**src/rtl/mbd_pkg.sv**
```systemverilog
// Package: shared types for the memory bank boundary decoder.
// Assumes the write-kind code values below are fixed by the requirements.
package mbd_pkg;
    typedef enum logic [1:0] {
        CFG_LOWER  = 2'd0,
        CFG_UPPER  = 2'd1,
        CFG_ENMASK = 2'd2,
        CFG_NONE   = 2'd3
    } cfg_kind_e;
endpackage

```
**src/rtl/mbd_regs.sv**
```systemverilog
// Module: holds the per-bank lower/upper bounds and the enable mask.
// Assumes CMP_W >= NUM_BANKS so the enable mask fits in the write data.
module mbd_regs #(
    parameter int NUM_BANKS = 8,
    parameter int CMP_W     = 12,
    localparam int BANK_W   = $clog2(NUM_BANKS)
) (
    input  logic                                clk,
    input  logic                                rst_n,
    input  logic                                we_i,
    input  mbd_pkg::cfg_kind_e                  kind_i,
    input  logic [BANK_W-1:0]                   bank_i,
    input  logic [CMP_W-1:0]                    wdata_i,
    output logic [NUM_BANKS-1:0][CMP_W-1:0]     lower_o,
    output logic [NUM_BANKS-1:0][CMP_W-1:0]     upper_o,
    output logic [NUM_BANKS-1:0]                en_o
);
    import mbd_pkg::*;

    // Load bounds and mask from the write port; clear all on reset.
    always_ff @(posedge clk) begin
        if (!rst_n) begin
            lower_o <= '0;
            upper_o <= '0;
            en_o    <= '0;
        end else if (we_i) begin
            case (kind_i)
                CFG_LOWER:  lower_o[bank_i] <= wdata_i;
                CFG_UPPER:  upper_o[bank_i] <= wdata_i;
                CFG_ENMASK: en_o            <= wdata_i[NUM_BANKS-1:0];
                default:    ;
            endcase
        end
    end

    // the unused write code leaves every register unchanged.
    assert_none_kind_stable_R8: assert property (@(posedge clk) disable iff (!rst_n)
        (we_i && kind_i == CFG_NONE) |=> ($stable(lower_o) && $stable(upper_o) && $stable(en_o)));

    // the cycle after reset, the enable mask is clear.
    assert_reset_clear_R1: assert property (@(posedge clk)
        !rst_n |=> (en_o == '0));
endmodule

```
**src/rtl/mbd_window.sv**
```systemverilog
// Module: inclusive window test for one bank at granule resolution.
// Assumes both bounds are in granules; an inverted window never matches.
module mbd_window #(
    parameter int CMP_W = 12
) (
    input  logic [CMP_W-1:0] blk_i,
    input  logic [CMP_W-1:0] lower_i,
    input  logic [CMP_W-1:0] upper_i,
    input  logic             en_i,
    output logic             match_o
);
    // Match only when enabled and lower <= blk <= upper.
    always_comb begin
        match_o = en_i && (blk_i >= lower_i) && (blk_i <= upper_i);
    end
endmodule

```
**src/rtl/mbd_prio.sv**
```systemverilog
// Module: picks the lowest-numbered matching bank and encodes it.
// Assumes match bits arrive already gated by each bank's enable.
module mbd_prio #(
    parameter int NUM_BANKS = 8,
    localparam int BANK_W   = $clog2(NUM_BANKS)
) (
    input  logic [NUM_BANKS-1:0] match_i,
    output logic [NUM_BANKS-1:0] sel_o,
    output logic [BANK_W-1:0]    idx_o,
    output logic                 any_o
);
    // Scan from the top down so that the lowest match is written last.
    always_comb begin
        idx_o = '0;
        for (int i = NUM_BANKS - 1; i >= 0; i--) begin
            if (match_i[i]) idx_o = i[BANK_W-1:0];
        end
        any_o = |match_i;
        sel_o = any_o ? (NUM_BANKS'(1) << idx_o) : '0;
    end
endmodule

```
**src/rtl/mem_bank_decoder.sv**
```systemverilog
// Module: top of the bank boundary decoder. Holds the configuration
// registers, tests every bank window in parallel, resolves overlaps by
// lowest index, and registers the result one clock after the access.
// Assumes accesses arrive at most one per clock with acc_valid_i.
module mem_bank_decoder #(
    parameter int NUM_BANKS = 8,
    parameter int ADDR_W    = 32,
    parameter int GRAN_LSB  = 20,
    localparam int CMP_W    = ADDR_W - GRAN_LSB,
    localparam int BANK_W   = $clog2(NUM_BANKS)
) (
    input  logic                 clk,
    input  logic                 rst_n,
    input  logic                 cfg_we_i,
    input  logic [1:0]           cfg_kind_i,
    input  logic [BANK_W-1:0]    cfg_bank_i,
    input  logic [CMP_W-1:0]     cfg_wdata_i,
    input  logic                 acc_valid_i,
    input  logic [ADDR_W-1:0]    acc_addr_i,
    output logic                 out_valid_o,
    output logic [NUM_BANKS-1:0] cs_o,
    output logic [BANK_W-1:0]    bank_idx_o,
    output logic                 hit_o,
    output logic                 miss_o
);
    import mbd_pkg::*;

    logic [NUM_BANKS-1:0][CMP_W-1:0] lower_q;
    logic [NUM_BANKS-1:0][CMP_W-1:0] upper_q;
    logic [NUM_BANKS-1:0]            en_q;
    logic [NUM_BANKS-1:0]            match;
    logic [NUM_BANKS-1:0]            sel;
    logic [BANK_W-1:0]               idx;
    logic                            any_hit;
    logic [CMP_W-1:0]                blk;
    logic                            unused_low;

    // only the granule bits take part in the compare.
    assign blk        = acc_addr_i[ADDR_W-1:GRAN_LSB];
    assign unused_low = ^acc_addr_i[GRAN_LSB-1:0];

    mbd_regs #(.NUM_BANKS(NUM_BANKS), .CMP_W(CMP_W)) u_regs (
        .clk     (clk),
        .rst_n   (rst_n),
        .we_i    (cfg_we_i),
        .kind_i  (cfg_kind_e'(cfg_kind_i)),
        .bank_i  (cfg_bank_i),
        .wdata_i (cfg_wdata_i),
        .lower_o (lower_q),
        .upper_o (upper_q),
        .en_o    (en_q)
    );

    for (genvar b = 0; b < NUM_BANKS; b++) begin : g_win
        mbd_window #(.CMP_W(CMP_W)) u_win (
            .blk_i   (blk),
            .lower_i (lower_q[b]),
            .upper_i (upper_q[b]),
            .en_i    (en_q[b]),
            .match_o (match[b])
        );
    end

    mbd_prio #(.NUM_BANKS(NUM_BANKS)) u_prio (
        .match_i (match),
        .sel_o   (sel),
        .idx_o   (idx),
        .any_o   (any_hit)
    );

    // Register the decode result; idle outputs when no access was sampled.
    always_ff @(posedge clk) begin
        if (!rst_n) begin
            out_valid_o <= 1'b0;
            cs_o        <= '0;
            bank_idx_o  <= '0;
            hit_o       <= 1'b0;
            miss_o      <= 1'b0;
        end else begin
            out_valid_o <= acc_valid_i;
            cs_o        <= acc_valid_i ? sel : '0;
            bank_idx_o  <= acc_valid_i ? idx : '0;
            hit_o       <= acc_valid_i && any_hit;
            miss_o      <= acc_valid_i && !any_hit;
        end
    end

    // never more than one select at a time.
    assert_single_select_R4: assert property (@(posedge clk) disable iff (!rst_n)
        $onehot0(cs_o));

    // a miss drives no select and no hit.
    assert_miss_no_select_R5: assert property (@(posedge clk) disable iff (!rst_n)
        miss_o |-> (cs_o == '0 && !hit_o));

    // the reported index points at the asserted select.
    assert_index_matches_R6: assert property (@(posedge clk) disable iff (!rst_n)
        hit_o |-> cs_o[bank_idx_o]);

    // a select appears only for a bank enabled when it was decoded.
    assert_disabled_silent_R3: assert property (@(posedge clk) disable iff (!rst_n)
        ((cs_o & ~$past(en_q)) == '0));

    // a result follows exactly the cycles with a sampled access.
    assert_result_timing_R7: assert property (@(posedge clk) disable iff (!rst_n)
        $past(acc_valid_i) |-> (out_valid_o && (hit_o != miss_o)));

    // with no access, the outputs stay idle.
    assert_idle_quiet_R7: assert property (@(posedge clk) disable iff (!rst_n)
        !out_valid_o |-> (cs_o == '0 && !hit_o && !miss_o));
endmodule

```
**config.mk**
```make
export PLATFORM = sky130hd
export DESIGN_NAME = mem_bank_decoder
export DESIGN_NICKNAME = d
export VERILOG_FILES = /design/src/rtl/mbd_pkg.sv /design/src/rtl/mbd_regs.sv /design/src/rtl/mbd_window.sv /design/src/rtl/mbd_prio.sv /design/src/rtl/mem_bank_decoder.sv
export SDC_FILE = /design/constraint.sdc
export NUM_CORES = 1
export LEC_CHECK = 0
export CORE_MARGIN = 10
export CORE_UTILIZATION = 35
export CTS_CLUSTER_DIAMETER = 150
export CTS_CLUSTER_SIZE = 30
export DETAILED_ROUTE_END_ITERATION = 7
export PLACE_DENSITY = 0.62
export SLEW_MARGIN = 20
export SYNTH_ARGS = -nofsm -noshare
export SYNTH_HDL_FRONTEND = slang
export SYNTH_HIERARCHICAL = 1
export SYNTH_SLANG_ARGS = --single-unit
```
**constraint.sdc**
```tcl
create_clock -name clk -period 4.3 [get_ports clk]
set_clock_uncertainty 0.15 [all_clocks]
set_input_delay 0.86 -clock clk [delete_from_list [all_inputs] [get_ports clk]]
set_output_delay 0.86 -clock clk [all_outputs]
set_load 0.01 [all_outputs]
```
After elaboration in Yosys (flattened, before gate mapping)
Cells that the tools add are included. W data, S select, Z words.

Bits of input ports: 53. Logic and storage cells: 82. Output and inout bits: 14. Flip-flop bits (word level): 214.

Muxes and demuxes: 12. $lt $le $gt $ge: 18. Eq/ne operators: 2. Reductions and logical operators: 27. Shifts and indexed selects: 1.

Operators by type and width (count): $bwmux W96 (2); $ge A12 B12 Y1 (8); $le A12 B12 Y1 (8); $demux W12 S3 (1); $mux W3 (8); $logic_and A1 B1 Y1 (19); $mux W12 (1); $reduce_and A2 Y1 (4); $reduce_or A8 Y1 (1); $shl A1 B3 Y8 const A (1); $lt A3 B4 Y1 const B (1); $ge A3 B1 Y1 const B (1); $reduce_and A3 Y1 (1); $eq A2 B1 Y1 const B (1); $eq A2 B2 Y1 const B (1); $logic_not A2 Y1 (1); $logic_not A1 Y1 (1).

Depth between registers and ports, before layout
Word-level depth: 12. Mapped depth: 11.

Modules after synthesis
Netlist, hierarchy kept.

Modules (own cells, without submodules): mbd_regs (times used 1, cells each 692, area an instance 7262.0 um^2); mbd_window (times used 8, cells each 85, area an instance 601.8 um^2); mem_bank_decoder (times used 1, cells each 30, area an instance 395.4 um^2); mbd_prio (times used 1, cells each 25, area an instance 141.4 um^2).

Least setup slack after synthesis
OpenSTA, ideal clock, no wires.

Path kind: input -> register. Start point: input acc_addr_i[27]. End point: register cs_o[6]. Setup time: 116 ps. Cell stages on the path: 10. Setup slack: 1174 ps. Arrival: 2861 ps. Path buffers: 0. Cells stage by stage: ha_1 -> a21oi_1 -> o21a_1 -> o21ba_1 -> a31oi_1 -> a311oi_1 -> nor2_1 -> a221o_2 -> nor2b_1 -> and3_1.

Elaborated cells between the ends (all ways): 43.

RTL lines: start: declaration (line mem_bank_decoder.sv:19) `input logic [ADDR_W-1:0] acc_addr_i,`; $ge A12 B12 Y1 (line mbd_window.sv:14) `match_o = en_i && (blk_i >= lower_i) && (blk_i <= upper_i);`; $logic_and A1 B1 Y1 (line mbd_window.sv:14); $logic_and A1 B1 Y1 (*) (line mbd_window.sv:14); via match[3] (line mem_bank_decoder.sv:31) `logic [NUM_BANKS-1:0] match;`; $mux W3 (4 in series) (line mbd_prio.sv:16) `if (match_i[i]) idx_o = i[BANK_W-1:0];`; $shl A1 B3 Y8 (line mbd_prio.sv:19) `sel_o = any_o ? (NUM_BANKS'(1) << idx_o) : '0;`; end signal: assignment (line mem_bank_decoder.sv:81) `cs_o <= acc_valid_i ? sel : '0;`; end: declaration (line mem_bank_decoder.sv:21) `output logic [NUM_BANKS-1:0] cs_o,`.

Mark *: on every way through the listed nets, which the timed path passes. The rest lies on a longest branch. A chain may end at the register's enable or synchronous reset.

Final worst setup path
Ends and elaborated chain as after synthesis.

==> reports/summary.txt <==
Outcome - finished, final reports clean
CTS tree - built
Worst min path class - reg -> reg
Fmax achieved - 275.2 MHz
Die height - 209.8 um
RSZ-0062 raised after global routing - false
Die Area - 44,030 sq um
GRT overflow - 0
Synth Area in Adders - 19.05%
Post-synth EDFFs - 0
Syn-to-layout area delta - 11.99%
Buffers on Ports - 46
Post-DP HPWL - 21,750 um
Total track usage - 14.83%
Finished layout cell area - 14,130 sq um
Final net count - 1,720
Finished Layout Cells - 1,935
Main flop type after synthesis - dfxtp_1
Min-Delay Path Depth - 2
Main combinational cell family by area after synthesis - adder cells
Vias in the first global route - 9,479
Worst skew pair latency - 490 ps
Maximum VDD drop - 0.2128 mV
Top-Level Pins - 67
Slew @ Worst Pin - 1079 ps
CTS Buffer Depth - 3
Yosys warns - 6
Total clock sinks - 214
MaxCap Viol Count - 0
Placed inst area - 13,820 sq um
Largest fanout on the critical path - 6
Clock-pin slew on the worst setup and hold paths - 120 ps
R2R depth - 12
Fin. max-slew vios - 0
Setup violations, final - 0
Worst path arrival time - 3880 ps
Slew HR - 27.85%
Post-synthesis sequential area ratio - 33.96%
Post-synthesis area per instance - 8.839 sq um
Final Hold Viols - 0
Slowest stage delay, CP - 640 ps
CP required - 4550 ps
Starting density of the core - 35.46%
Postcts setup bufs - 0
Layout cells sized above 1 - 6.174%
Vias per cell - 4.991
Netlist cell types - 44
Pre-Repair DR Iteration Count - 4
Yosys reg bits - 214
Largest net degree at the start of global routing - 86
Antenna-violating nets left - 0
Commonest non-fill, non-tap cell in the layout - nand2_1
Vias after detailed routing - 9,657
Ant diodes - 0
Area of the multi-input gates - 7227 sq um
Core area - 35,570 sq um
Synth Area in XOR/XNOR - 0%
CTS Buf Count - 11
Initial antenna violation count - 0
Pwr Density - 260.9 nW/um^2
PostCTS Resize Cnt - 0
Pre-CTS WS - 205.8 ps
Post-DR wirelength/cell - 17.04 um
Compound-Gate Fraction of Synth Area - 7.430%
Startpoint class of the critical path - input pin
Syn Nets - 1,672
# hold bufs at CTS - 0
Simple-gate share of the synthesized area - 14.95%
Final WL - 32,960 um
Die Width - 209.8 um
DRC - 0
First-pass GRT wire length - 52,370 um
FFs w/ async S/R, synth - 0%
P_leak - 5.995 nW
FF/Latch Area - 4284 sq um
Number of placement rows - 69
Cell area after synthesis - 12,610 sq um
Synth Instances - 1,427
CP endpoint kind - register
PnR worst setup slack - 665.9 ps
Minimum clock period - 3634 ps
DR iter-0 viols - 672
Mux contribution to synthesized area - 15.87%
Filler instances - 3,523
Most frequent cells in the layout - nand2_1 (232), inv_1 (217), dfxtp_1 (214)
Critical-path top delay cell - clkdlybuf4s50_1
CP Cell Sequence - clkdlybuf4s50_1 -> ha_1 -> a21oi_1 -> o21a_1 -> o21ba_1 -> a31oi_1 -> a311oi_1 -> buf_4 -> inv_2 -> a221o_2 -> nor2b_1 -> and3_1
Final Cycle Share - 84.51%
Root buf cell - clkbuf_16
H-tree Lvls - 1
Routability cong. - 0.8355
WHS - 311.9 ps
Fin Setup TNS - 0 ps
Crit path kind - in -> reg
Placed Instances - 1,923
[stage by stage]
| step | util (%) | power [mW] |
|---|---|---|
| 3_3_place_gp | 38.86 | 2.548 |
| 4_1_cts | 39.71 | 3.721 |
| 2_1_floorplan | - | 2.330 |
| 3_5_place_dp | 38.86 | 2.563 |
| 6_report | 39.71 | 3.686 |
| 5_1_grt | 39.71 | 3.837 |
[state kept, by name (all words and copies together) (netlist names)]
register        cells
u_regs/lower_o     96
u_regs/upper_o     96
cs_o                8
u_regs/en_o         8
bank_idx_o          3
hit_o               1
miss_o              1
out_valid_o         1
[final cells by class]
class	instances	area share (%)
sequential	214	30.33
clock buffer	11	1.949
inverter	218	5.793
tap	461	4.083
multi-input combinational	937	51.16
clock inverter	1	0.2126
timing repair buffer	93	6.475
[Yosys cell counts (all sizes together), types with 11 or more instances]
cell type / n / area share, %
a21oi: 65 / 2.6
and3: 14 / 0.72
buf: 23 / 1.2
clkbuf: 35 / 1.0
dfxtp: 214 / 34
ha: 192 / 19
inv: 218 / 6.5
mux2i: 200 / 16
nand2: 232 / 6.9
nand4: 24 / 1.6
nor2: 41 / 1.2
nor2b: 28 / 1.4
nor3: 17 / 0.71
nor4: 11 / 0.99
o21ai: 41 / 1.6
[critical path: cells and delay by family]
family,cells,cell delay [ps]
simple gates,2,320
fa+ha+maj,1,440
buf+inv,3,920
compound gates,6,1340
[logic make-up after synthesis]
logic type / Yosys count
AO/OA/AOI/OAI: 157
adder cells (fa/ha/maj): 192
buffers and inverters: 276
flip-flops: 214
multiplexers: 200
AND/OR/NAND/NOR: 388
[per-layer routing]
metal / GRT usage [%] / wire length (um) / share of wire [%]
met1: 20.14 / 15940 / 48
met2: 24.56 / 15040 / 46
met3: 1.707 / 1351 / 4.1
met4: 3.349 / 625 / 1.9
met5: 0 / 0 / 0
[power by group]
| part | internal [mW] | switching [mW] |
|---|---|---|
| sequential | 2.00 | 0.00831 |
| combinational | 0.199 | 0.314 |
| clock | 0.481 | 0.684 |
| total | 2.68 | 1.01 |
[final timing paths]
check                                                        to  slack (ps)                            start
worst min register to register  u_regs/upper_o[46]$_SDFFE_PN0P_         310  u_regs/upper_o[46]$_SDFFE_PN0P_
worst max register to register               cs_o[6]$_SDFF_PN0_        1480  u_regs/upper_o[41]$_SDFFE_PN0P_
worst max-delay path                         cs_o[6]$_SDFF_PN0_         670                   acc_addr_i[27]
worst min-delay path            u_regs/upper_o[46]$_SDFFE_PN0P_         310  u_regs/upper_o[46]$_SDFFE_PN0P_
(Power assumes the default switching activity.)
